===== config.mk =====
export PLATFORM = sky130hd
export DESIGN_NAME = adc_window_monitor
export DESIGN_NICKNAME = d
export VERILOG_FILES = /design/src/rtl/adc_win_pkg.sv /design/src/rtl/adc_win_cfg.sv /design/src/rtl/adc_win_cmp.sv /design/src/rtl/adc_win_out.sv /design/src/rtl/adc_window_monitor.sv
export SDC_FILE = /design/constraint.sdc
export NUM_CORES = 1
export LEC_CHECK = 0
export ABC_CLOCK_PERIOD_IN_PS = 4550
export BUFFER_PORTS_ARGS = -buffer_cell sky130_fd_sc_hd__buf_2
export CORE_ASPECT_RATIO = 1.75
export CORE_MARGIN = 2
export CORE_UTILIZATION = 25
export DETAILED_ROUTE_END_ITERATION = 12
export PLACE_DENSITY = 0.46
export SYNTH_ARGS = -nofsm -noshare
export SYNTH_HDL_FRONTEND = slang
export SYNTH_HIERARCHICAL = 1
export SYNTH_SLANG_ARGS = --single-unit
export TNS_END_PERCENT = 20

===== constraint.sdc =====
create_clock -name clk_i -period 4.55 [get_ports clk_i]
set_input_delay 0.2275 -clock clk_i [delete_from_list [all_inputs] [get_ports clk_i]]
set_output_delay 0.2275 -clock clk_i [all_outputs]
set_load 0.1 [all_outputs]

===== src/rtl/adc_win_pkg.sv =====
package adc_win_pkg;
  typedef enum logic [1:0] {
    MODE_BELOW   = 2'd0,
    MODE_ABOVE   = 2'd1,
    MODE_INSIDE  = 2'd2,
    MODE_OUTSIDE = 2'd3
  } win_mode_e;

  localparam logic [1:0] ADDR_LO  = 2'd0;
  localparam logic [1:0] ADDR_HI  = 2'd1;
  localparam logic [1:0] ADDR_CTL = 2'd2;
  localparam logic [1:0] ADDR_CLR = 2'd3;

  localparam int unsigned CTL_EN_BIT = 2;
endpackage


===== src/rtl/adc_win_cfg.sv =====
module adc_win_cfg
  import adc_win_pkg::*;
#(
  parameter int unsigned DATA_W = 12
) (
  input  logic              clk_i,
  input  logic              rst_ni,
  input  logic              wr_en_i,
  input  logic [1:0]        wr_addr_i,
  input  logic [DATA_W-1:0] wr_data_i,
  output logic [DATA_W-1:0] lo_o,
  output logic [DATA_W-1:0] hi_o,
  output win_mode_e         mode_o,
  output logic              irq_en_o,
  output logic              clr_o
);
  logic [DATA_W-1:0] lo_q, hi_q;
  win_mode_e         mode_q;
  logic              en_q;

  always_ff @(posedge clk_i or negedge rst_ni) begin
    if (!rst_ni) begin
      lo_q   <= '0;
      hi_q   <= '1;
      mode_q <= MODE_BELOW;
      en_q   <= 1'b0;
    end else if (wr_en_i) begin
      case (wr_addr_i)
        ADDR_LO:  lo_q <= wr_data_i;
        ADDR_HI:  hi_q <= wr_data_i;
        ADDR_CTL: begin
          mode_q <= win_mode_e'(wr_data_i[1:0]);
          en_q   <= wr_data_i[CTL_EN_BIT];
        end
        default: ;
      endcase
    end
  end

  assign lo_o     = lo_q;
  assign hi_o     = hi_q;
  assign mode_o   = mode_q;
  assign irq_en_o = en_q;
  assign clr_o    = wr_en_i && (wr_addr_i == ADDR_CLR) && wr_data_i[0];
endmodule


===== src/rtl/adc_win_cmp.sv =====
module adc_win_cmp
  import adc_win_pkg::*;
#(
  parameter int unsigned DATA_W = 12
) (
  input  logic [DATA_W-1:0] sample_i,
  input  logic [DATA_W-1:0] lo_i,
  input  logic [DATA_W-1:0] hi_i,
  input  win_mode_e         mode_i,
  output logic              hit_o
);
  logic below, above;

  assign below = sample_i < lo_i;
  assign above = sample_i > hi_i;

  // inside is the complement of outside, so an inverted window never yields inside
  always_comb begin
    unique case (mode_i)
      MODE_BELOW:   hit_o = below;
      MODE_ABOVE:   hit_o = above;
      MODE_INSIDE:  hit_o = !(below || above);
      MODE_OUTSIDE: hit_o = below || above;
      default:      hit_o = 1'b0;
    endcase
  end
endmodule


===== src/rtl/adc_win_out.sv =====
module adc_win_out (
  input  logic clk_i,
  input  logic rst_ni,
  input  logic valid_i,
  input  logic hit_i,
  input  logic irq_en_i,
  input  logic clr_i,
  output logic mon_o,
  output logic irq_o
);
  logic mon_q, irq_q, set;

  assign set = valid_i && hit_i && irq_en_i;

  always_ff @(posedge clk_i or negedge rst_ni) begin
    if (!rst_ni) begin
      mon_q <= 1'b0;
      irq_q <= 1'b0;
    end else begin
      if (valid_i) mon_q <= hit_i;
      if (set)        irq_q <= 1'b1;
      else if (clr_i) irq_q <= 1'b0;
    end
  end

  assign mon_o = mon_q;
  assign irq_o = irq_q;
endmodule


===== src/rtl/adc_window_monitor.sv =====
module adc_window_monitor
  import adc_win_pkg::*;
#(
  parameter int unsigned DATA_W = 12
) (
  input  logic              clk_i,
  input  logic              rst_ni,
  input  logic [DATA_W-1:0] sample_i,
  input  logic              sample_valid_i,
  input  logic              wr_en_i,
  input  logic [1:0]        wr_addr_i,
  input  logic [DATA_W-1:0] wr_data_i,
  output logic              mon_o,
  output logic              irq_o
);
  logic [DATA_W-1:0] lo, hi;
  win_mode_e         mode;
  logic              irq_en, clr, hit;

  adc_win_cfg #(.DATA_W(DATA_W)) cfg_i (
    .clk_i, .rst_ni, .wr_en_i, .wr_addr_i, .wr_data_i,
    .lo_o(lo), .hi_o(hi), .mode_o(mode), .irq_en_o(irq_en), .clr_o(clr)
  );

  adc_win_cmp #(.DATA_W(DATA_W)) cmp_i (
    .sample_i, .lo_i(lo), .hi_i(hi), .mode_i(mode), .hit_o(hit)
  );

  adc_win_out out_i (
    .clk_i, .rst_ni, .valid_i(sample_valid_i), .hit_i(hit),
    .irq_en_i(irq_en), .clr_i(clr), .mon_o, .irq_o
  );
endmodule


Word level (Yosys, flattened, before mapping)
Index checks and enable logic that the tools add are counted.

Input port bits: 30. Bits in registers: 29. Output and inout bits: 2.

Reductions and logical operators: 12. Magnitude comparators: 2. Multiplexer cells: 3. Eq/ne operators: 6.

Operator list (number): 12-bit > comparator (1); 12-bit less-than comparator (1); 2-bit == test, second input constant (4); 2-bit AND reduction (3); 2-bit by 1-bit == test with 1-bit output, second input constant (2); 1-bit logical AND (4); 2-bit zero test (2); 1-bit case mux with 4 select lines (1); 1-bit two-way mux (2); 2-bit nonzero test (1); 1-bit zero test (1); 1-bit logical OR (1).

Logic depth before layout (Yosys ltp)
Gate-level depths: netlist of run 1.

Depth after elaboration: 7. Mapped depth: 9. Depth with buffers taken out: 9.

Hierarchy
Netlist of run 1, hierarchy kept.

Modules (own cells, without submodules): adc_win_cfg (area an instance 1073.5 um^2, cells an instance 60, times used 1, seq. area each 690.7 um^2); adc_win_cmp (area an instance 631.9 um^2, cells an instance 87, times used 1, seq. area each 0.0 um^2); adc_win_out (area an instance 78.8 um^2, cells an instance 6, times used 1, seq. area each 50.0 um^2).

Least setup slack after synthesis of run 1
OpenSTA, ideal clock, no wires.

Path kind: reg-to-reg. Start point: register cfg_i.hi_q[7] (netlist: cfg_i/hi_o[7]). End point: register out_i.mon_q (netlist: out_i/mon_o). Path slack: 2.585 ns. Period minus slack after synthesis: 1.965 ns. Stages on the path, launching flop included: 9. Arrival time: 1.897 ns. Path through: dfstp_2 > inv_1 > ha_1 > a21oi_2 > o21ai_1 > a221oi_2 > a21oi_1 > o311ai_2 > mux2_4.

Word-level cells in the longest chain between the ends: 4.

Ends and longest elaborated chain: start: declaration (RTL line adc_win_cfg.sv:17) `logic [DATA_W-1:0] lo_q, hi_q;`; start signal: assignment (RTL line adc_win_cfg.sv:30) `ADDR_HI: hi_q <= wr_data_i;`; 12-bit > comparator * (RTL line adc_win_cmp.sv:15) `assign above = sample_i > hi_i;`; 1-bit logical OR (RTL line adc_win_cmp.sv:22, adc_win_cmp.sv:23); 1-bit zero test (RTL line adc_win_cmp.sv:22) `MODE_INSIDE: hit_o = !(below || above);`; 1-bit case mux with 4 select lines * (RTL line adc_win_cmp.sv:19) `unique case (mode_i)`; named net hit (RTL line adc_window_monitor.sv:18) `logic irq_en, clr, hit;`; end signal: assignment (RTL line adc_win_out.sv:20) `if (valid_i) mon_q <= hit_i;`; end: declaration (RTL line adc_win_out.sv:11) `logic mon_q, irq_q, set;`.

Mark *: on every way through the listed nets, which the timed path passes. The rest lies on a longest branch. A chain may end at the register's enable or synchronous reset.

Worst setup path after layout of run 1
Start point: register cfg_i.hi_q[5] (netlist: cfg_i/hi_o[5]). End point: register out_i.irq_q (netlist: out_i/irq_o).

Word-level cells in the longest chain between the ends: 7.

Ends and longest elaborated chain: 12-bit > comparator * (RTL line adc_win_cmp.sv:15); 1-bit logical OR (RTL line adc_win_cmp.sv:22, adc_win_cmp.sv:23); 1-bit zero test (RTL line adc_win_cmp.sv:22); 1-bit case mux with 4 select lines * (RTL line adc_win_cmp.sv:19); named net hit (RTL line adc_window_monitor.sv:18); 1-bit logical AND * (2 in series) (RTL line adc_win_out.sv:13) `assign set = valid_i && hit_i && irq_en_i;`; 1-bit two-way mux / 2-bit nonzero test (equally long branches); end signal: assignment (RTL line adc_win_out.sv:18) `irq_q <= 1'b0;`; end signal: assignment (RTL line adc_win_out.sv:21) `if (set) irq_q <= 1'b1;`; end signal: assignment (RTL line adc_win_out.sv:22) `else if (clr_i) irq_q <= 1'b0;`; end: declaration (RTL line adc_win_out.sv:11).

Marked as above.

==> reports/summary.log, run 1 <==
qor: global_route.grt_pass1_vias 1305
qor: synth.mean_area_per_synthesized_cell 11.7 um2
qor: timing.tightestPinTransition 0.767 ns
qor: critical_path.critical-path-max-stage-delay 0.52 ns
qor: pwr.power_frac_comb 30.1%
qor: critical_path.timing.critical_path.mode_cell sky130_fd_sc_hd__a21oi_1
qor: timing.final_hold_viol_count 3
qor: outcome.failing_checks hold timing
qor: synth.synth_edf_count 0
qor: die.std_cell_core_area 0.00691 mm2
qor: placed_design.port_buffer_count 31
qor: pwr.power.clock.fraction 33.2%
qor: synth.synth-seq-cells 29
qor: pwr.share_of_total_power_consumed_by_net_switching 31.1%
qor: clock_tree.clk_pin_slew_worst_paths 0.05 ns
qor: pwr.ir_worst_vdd 0.349 mV
qor: critical_path.cpMaxStageDelayCell sky130_fd_sc_hd__dfstp_2
qor: critical_path.worstPathMaxFanout 2
qor: synth.synthTopCellsByArea sky130_fd_sc_hd__dfrtp_1 (24%), sky130_fd_sc_hd__dfstp_2 (18%), sky130_fd_sc_hd__mux2_2 (17%)
qor: global_route.grt_resource_usage_total 10.2%
qor: pwr.power_density 445 mW/mm2
qor: die.die_height 116 um
qor: timing.slew_viol_final 0
qor: clock_tree.post_cts.repair.setup_buffers 0
qor: timing.period_minus_slack 2.11 ns
qor: critical_path.worstPathRequired 4.73 ns
qor: route.drt.antenna.violating_nets 0
qor: die.ioPinCount 32
qor: pwr.p_sw 0.000300 W
qor: synth.synth_seq_area_share 41.5%
qor: clock_tree.postCtsHoldBufs 0
qor: timing.clock_skew 0.00249 ns
qor: job.cap_violations 0
qor: critical_path.critPathKind register to register
qor: timing.timing.setup.tns 0 ns
qor: pwr.cellInternalPower 0.000665 W
qor: synth.mappedNetlistArea 0.00178 mm2
qor: synth.yosysWarnings 6
qor: timing.report.final.setup_viol 0
qor: synth.post_synthesis_cells 153
qor: die.rows 40
qor: synth.yosysTopAreaCell sky130_fd_sc_hd__dfrtp_1
qor: outcome.status finished, violations left
qor: route.routed_wire_length_per_instance 13.0 um
qor: route.routed_wirelength 3560 um
qor: layout.final_design_utilization 31.4%
qor: pwr.power.static_leakage 1.05 nW
qor: pwr.pwr-share-seq 36.7%
qor: synth.syn_nets 206
qor: synth.synth_top_flop_cell sky130_fd_sc_hd__dfrtp_1
qor: global_route.grt.overflow.total 0
qor: global_route.grt_max_degree 30
qor: clock_tree.cts_repair_resize_count 0
qor: die.initial_utilization 25.8%
qor: clock_tree.numClockSinks 29
qor: timing.max_slew_margin 48.8%
qor: route.drt-vias-per-instance 4.43
qor: route.remaining_drc_errors 0
qor: route.route.vias.total 1213
qor: synth.synth_largest_type_area_fraction 23.8%
qor: die.die_area 0.00786 mm2
qor: placed_design.gpl.final_weighted_congestion 0.720
qor: timing.hold-worst-slack -0.00237 ns
qor: min_path.hold_path.class primary input to async pin
qor: layout.layout.nets 242
qor: layout.antenna_cells 0
qor: global_route.initial_antenna_violation_count 0
qor: route.firstDrtPassIters 4
qor: critical_path.worst_setup_path_end_kind register
qor: critical_path.critical_path.cell_chain inv_1 > ha_1 > a21oi_1 > o21ai_1 > a221oi_2 > a21oi_1 > o311ai_2 > nand3_1 > o21ai_0
qor: critical_path.critPathLaunchType register
qor: timing.unrepaired_setup_endpoints_after_global_routing false
qor: timing.fin_crit_sh 46.3%
qor: clock_tree.worst_skew_pair.late_latency 0.27 ns
qor: critical_path.critPathArrivalTime 2.29 ns
qor: die.die_x 67.9 um
qor: clock_tree.number_of_clock_buffers_inserted_by_tritoncts 5
qor: synth.synth_cell_types 32
qor: synth.synthMostInstantiatedCell sky130_fd_sc_hd__mux2_2
qor: route.drt_iter0_markers 15
qor: timing.peak_clock_frequency_supported_by_timing 474 MHz
qor: global_route.grt_first_pass_wirelength 5970 um
qor: synth.synth.cells.most_frequent sky130_fd_sc_hd__mux2_2 (27), sky130_fd_sc_hd__inv_1 (25), sky130_fd_sc_hd__ha_1 (23)
qor: clock_tree.cts_tree done
qor: clock_tree.clockBufferDepth 2
qor: layout.post_route_cells_drive_above_1_share 44.2%
qor: clock_tree.cts.root.buffer_cell sky130_fd_sc_hd__clkbuf_16
qor: layout.area_delta_synth_final 21.5%
qor: clock_tree.htreeDepth 2
qor: synth.async_reset_ff_share 100%
qor: placed_design.detailedPlacementHpwl 2890 um
[worst max-delay path, delay by kind of cell, from the launching register on]
kind / cells / cell delay, ns
AOI/OAI and AO/OA: 6 / 1.08
adders and majority gates: 1 / 0.28
buffers and inverters: 1 / 0.04
DFF: 1 / 0.52
and+or+nand+nor: 1 / 0.11
[sequential cells by signal (all words and copies together), names as in the netlist]
signal,flops
cfg_i/hi_o,12
out_i/irq_o,1
cfg_i/irq_en_o,1
cfg_i/lo_o,12
out_i/mon_o,1
cfg_i/mode_o,2
[layout make-up]
cell class | instances | area (um2)
fillers | 733 | 4740
flip-flops and latches | 29 | 741
inverters | 25 | 93.8
clock buffers | 8 | 146
well taps | 84 | 105
repair buffers | 31 | 155
multi-input cells | 97 | 927
[layer usage]
| metal | vias up | GRT usage (%) | part of all wire (%) |
|---|---|---|---|
| li1 | 610 | - | - |
| met1 | 577 | 11.6 | 41 |
| met2 | 22 | 18.4 | 53 |
| met3 | 4 | 1.94 | 3.4 |
| met4 | 0 | 4.00 | 1.8 |
| met5 | - | 0 | 0 |
[placed cells by master, fill, tap and decap left out, types with 2 or more instances in the layout]
cell type	count
sky130_fd_sc_hd__a21o_1	2
sky130_fd_sc_hd__dfstp_2	12
sky130_fd_sc_hd__nor2b_1	2
sky130_fd_sc_hd__nand2_1	6
sky130_fd_sc_hd__nor3_1	2
sky130_fd_sc_hd__nand3_1	2
sky130_fd_sc_hd__buf_2	31
sky130_fd_sc_hd__mux2_2	27
sky130_fd_sc_hd__ha_1	23
sky130_fd_sc_hd__nand4_1	4
sky130_fd_sc_hd__a21oi_1	8
sky130_fd_sc_hd__inv_1	25
sky130_fd_sc_hd__dfrtp_1	17
sky130_fd_sc_hd__o21ai_0	3
sky130_fd_sc_hd__clkbuf_1	2
sky130_fd_sc_hd__clkbuf_16	5
[power groups by stage]
stage | clock [W] | sequential (W) | combinational [W]
after floorplan | 0 | 0.000410 | 0.000169
after global placement | 0 | 0.000357 | 0.000292
after detailed placement | 0 | 0.000357 | 0.000297
after CTS | 0.000331 | 0.000354 | 0.000298
after global routing | 0.000341 | 0.000361 | 0.000327
final | 0.000320 | 0.000354 | 0.000290
[cell families (layout without fill, tap and decap cells)]
family / Yosys count / count (layout) / share of synthesized area, %
fa+ha+maj: 23 / 23 / 16.1
mux: 28 / 28 / 17.9
flops: 29 / 29 / 41.5
buf+inv: 27 / 64 / 6.52
compound gates: 23 / 23 / 9.26
simple gates: 23 / 23 / 8.70
[through the flow]
stage / instance area (um2) / setup slack (ns) / power (W) / std cells / hold WS, ns
3_5_place_dp: 2020 / 2.41 / 0.000654 / 266 / 0.304
2_1_floorplan: 1780 / 2.58 / 0.000579 / 153 / -0.0681
6_report: 2170 / 2.44 / 0.000965 / 274 / -0.00237
4_1_cts: 2170 / 2.40 / 0.000983 / 274 / 0.0253
3_3_place_gp: 2020 / 2.49 / 0.000649 / 266 / 0.309
5_1_grt: 2170 / 2.24 / 0.00103 / 274 / 0.0546
[final timing paths]
check                              startpoint            end  slack [ns]  cells after the start
worst max-delay path            cfg_i/hi_o[5]    out_i/irq_o        2.44                      9
worst min-delay path                   rst_ni  cfg_i/lo_o[8]      -0.002                      1
worst max register to register  cfg_i/hi_o[5]    out_i/irq_o        2.44                      9
worst min register to register  cfg_i/lo_o[0]  cfg_i/lo_o[0]        0.50                      1
max in group asynchronous              rst_ni  cfg_i/lo_o[4]        4.11                      1
min in group clk_i               wr_data_i[6]  cfg_i/hi_o[6]        0.21                      2
No activity file was read; power rests on OpenSTA's default activity.
==> run 2: changes to the inputs <==
Settings changed: ABC_CLOCK_PERIOD_IN_PS 4550 to 2000.
Clock period 4.55 ns to 2 ns, I/O delays scaled along.
==> reports/summary.log, run 2 (synthesis gave the netlist of run 1 again) <==
qor: outcome.status finished, violations left [unchanged]
qor: outcome.failing_checks setup timing [was hold timing]
qor: min_path.min_delay_worst_endpoint cfg_i/hi_o[6]
qor: route.route.vias.total 1226 [was 1213]
qor: pwr.power.static_leakage 1.07 nW [was 1.05 nW]
qor: global_route.initial_antenna_violation_count 0 [unchanged]
qor: clock_tree.cts_tree done [unchanged]
qor: timing.post-route-worst-setup-slack -0.0602 ns [was 2.44 ns]
qor: timing.unrepaired_setup_endpoints_after_global_routing true [was false]
qor: placed_design.place_worst_setup_slack -0.122 ns [was 2.41 ns]
qor: critical_path.reg2reg_depth 8 [was 9]
qor: critical_path.worstPathRequired 2.15 ns [was 4.73 ns]
qor: route.remaining_drc_errors 0 [unchanged]
qor: layout.post_route_cells_drive_above_1_share 51.3% [was 44.2%]
qor: layout.sequential_cell_area 741 um2 [unchanged]
qor: clock_tree.clockBufferDepth 2 [unchanged]
qor: clock_tree.cts.root.buffer_cell sky130_fd_sc_hd__clkbuf_16 [unchanged]
qor: timing.slew_viol_final 0 [unchanged]
qor: global_route.grt_first_pass_wirelength 6000 um [was 5970 um]
qor: layout.mostFrequentLayoutCell sky130_fd_sc_hd__buf_2 [unchanged]
qor: die.die_height 116 um [unchanged]
qor: timing.peak_clock_frequency_supported_by_timing 485 MHz [was 474 MHz]
qor: critical_path.r2r_endpoint out_i/mon_o [was out_i/irq_o]
qor: critical_path.critPathLaunchType register [unchanged]
qor: clock_tree.clk_pin_slew_worst_paths 0.05 ns [about the same]
qor: layout.antenna_cells 0 [unchanged]
qor: die.ioPinCount 32 [unchanged]
qor: timing.tightestPinTransition 0.656 ns [was 0.767 ns]
qor: timing.fin_crit_sh 103% [was 46.3%]
qor: pwr.power_density 988 mW/mm2 [was 445 mW/mm2]
qor: route.routed_wire_length_per_instance 13.1 um [was 13.0 um]
qor: clock_tree.worst_skew_pair.late_latency 0.27 ns [about the same]
qor: layout.post_route_cell_area 0.00229 mm2 [was 0.00217 mm2]
qor: route.drt_iter0_markers 8 [was 15]
qor: clock_tree.numClockSinks 29 [unchanged]
qor: clock_tree.post_cts.repair.setup_buffers 0 [unchanged]
qor: critical_path.critPathArrivalTime 2.21 ns [was 2.29 ns]
qor: timing.hold-worst-slack 0.0822 ns [was -0.00237 ns]
qor: die.rows 40 [unchanged]
qor: critical_path.timing.reg2reg.setup_slack -0.06 ns [was 2.44 ns]
qor: critical_path.worstPathMaxFanout 2 [unchanged]
qor: layout.mostFrequentLayoutCells sky130_fd_sc_hd__buf_2 (31), sky130_fd_sc_hd__mux2_2 (27), sky130_fd_sc_hd__inv_1 (22) [was sky130_fd_sc_hd__buf_2 (31), sky130_fd_sc_hd__mux2_2 (27), sky130_fd_sc_hd__inv_1 (25)]
qor: min_path.timing.hold.worst_path_depth 2
qor: critical_path.critPathKind register to register [unchanged]
qor: die.die_area 0.00786 mm2 [unchanged]
qor: timing.clock_skew 0.00440 ns [was 0.00249 ns]
qor: job.cap_violations 0 [unchanged]
qor: layout.final_design_utilization 33.2% [was 31.4%]
qor: clock_tree.number_of_clock_buffers_inserted_by_tritoncts 5 [unchanged]
qor: min_path.hold_path.class primary input to register [was primary input to async pin]
qor: placed_design.gpl.final_weighted_congestion 0.694 [was 0.720]
qor: timing.period_minus_slack 2.06 ns [was 2.11 ns]
qor: pwr.power 0.00227 W [was 0.000965 W]
qor: layout.area_delta_synth_final 28.6% [was 21.5%]
qor: route.firstDrtPassIters 4 [unchanged]
qor: layout.multiInputGateArea 0.00103 mm2 [was 927 um2]
qor: timing.report.final.setup_viol 2 [was 0]
qor: die.std_cell_core_area 0.00691 mm2 [unchanged]
qor: timing.final_hold_viol_count 0 [was 3]
qor: layout.layout.nets 245 [was 242]
qor: route.drt.antenna.violating_nets 0 [unchanged]
qor: placed_design.placement.cell_area 0.00204 mm2 [was 0.00202 mm2]
qor: global_route.grt_pass1_vias 1278 [was 1305]
qor: critical_path.critical_path.reg2reg.startpoint cfg_i/hi_o[1] [was cfg_i/hi_o[5]]
qor: placed_design.detailedPlacementHpwl 2900 um [was 2890 um]
qor: timing.max_slew_margin 56.3% [was 48.8%]
qor: min_path.hold_path.startpoint wr_data_i[6]
qor: critical_path.worst_setup_path_end_kind register [unchanged]
qor: placed_design.port_buffer_count 31 [unchanged]
qor: clock_tree.htreeDepth 2 [unchanged]
qor: global_route.grt.overflow.total 0 [unchanged]
qor: layout.fillerInstances 735 [was 733]
qor: route.routed_wirelength 3640 um [was 3560 um]
qor: global_route.grt_resource_usage_total 10.5% [was 10.2%]
qor: global_route.grt_max_degree 30 [unchanged]
qor: route.drt-vias-per-instance 4.43 [about the same]
qor: die.die_x 67.9 um [unchanged]
qor: die.initial_utilization 25.8% [unchanged]
qor: pwr.ir_worst_vdd 0.711 mV [was 0.349 mV]
[run 2: changes by cell type in the layout (fill, tap and decap cells not counted)]
cell / change
sky130_fd_sc_hd__a21oi_2: +1
sky130_fd_sc_hd__o21ai_2: +1
sky130_fd_sc_hd__o21ai_0: -1
sky130_fd_sc_hd__nor2b_1: -1
sky130_fd_sc_hd__a21oi_4: +1
sky130_fd_sc_hd__inv_2: +3
sky130_fd_sc_hd__dlygate4sd3_1: +1
sky130_fd_sc_hd__nor2b_4: +1
sky130_fd_sc_hd__buf_4: +2
sky130_fd_sc_hd__ha_1: -6
sky130_fd_sc_hd__a21oi_1: -2
sky130_fd_sc_hd__ha_4: +6
sky130_fd_sc_hd__inv_1: -3
[run 2: where the power goes]
part	leakage, nW	internal (W)	total (W)	switching (W)
Sequential	0.326	0.000744	0.000807	0.0000627
Clock	0.0712	0.000494	0.000724	0.000230
Combinational	0.674	0.000323	0.000737	0.000414
[run 2: timing repair]
item / in CTS / in global routing
gates resized for setup: 3 / 13
setup endpoints to repair: 2 / 2
hold endpoints to repair: 17 / 0
pin swaps: 3 / 10
hold buffers: 1 / 0
[run 2: layout make-up]
| type | instances | area share, % |
|---|---|---|
| Tap cell | 84 | 4.58 |
| Sequential cell | 29 | 32.3 |
| Multi-Input combinational cell | 97 | 44.8 |
| Timing Repair Buffer | 34 | 7.85 |
| Inverter | 25 | 4.09 |
| Clock buffer | 8 | 6.38 |
[run 2: worst max-delay path by stage]
| stage | from | to | slack, ns | cells past startpoint |
|---|---|---|---|---|
| after floorplan | cfg_i/hi_o[7] | out_i/mon_o | 0.03 | 8 |
| final | cfg_i/hi_o[1] | out_i/mon_o | -0.06 | 8 |
| after detailed placement | cfg_i/hi_o[5] | out_i/irq_o | -0.12 | 9 |
| after global placement | cfg_i/hi_o[7] | out_i/mon_o | -0.06 | 8 |
| after CTS | cfg_i/hi_o[1] | out_i/irq_o | -0.04 | 9 |
| after global routing | cfg_i/hi_o[1] | out_i/mon_o | -0.17 | 8 |
[run 2: per-stage QoR]
stage	setup TNS, ns	instances
after floorplan	0	153
after global placement	-0.112	268
after detailed placement	-0.215	268
after CTS	-0.0712	277
after global routing	-0.315	277
final	-0.0851	277
[run 2: worst max-delay path, cell delays in order (launching register included)]
cell and delay, ns:
sky130_fd_sc_hd__dfstp_2 0.53, sky130_fd_sc_hd__inv_2 0.04, sky130_fd_sc_hd__ha_4 0.26, sky130_fd_sc_hd__nor2b_4 0.12, sky130_fd_sc_hd__o211ai_1 0.09, sky130_fd_sc_hd__a211o_1 0.33, sky130_fd_sc_hd__a21oi_2 0.17, sky130_fd_sc_hd__o311ai_2 0.13
sky130_fd_sc_hd__mux2_4 0.27
[run 2: routing by layer]
metal | part of all wire (%) | global-route usage [%] | up-vias | wire length, um
li1 | - | - | 615 | -
met2 | 55 | 18.5 | 22 | 2020
met5 | 0 | 0 | - | 0
met1 | 39 | 11.8 | 585 | 1430
met4 | 1.8 | 4.80 | 0 | 64
met3 | 3.7 | 2.14 | 4 | 134
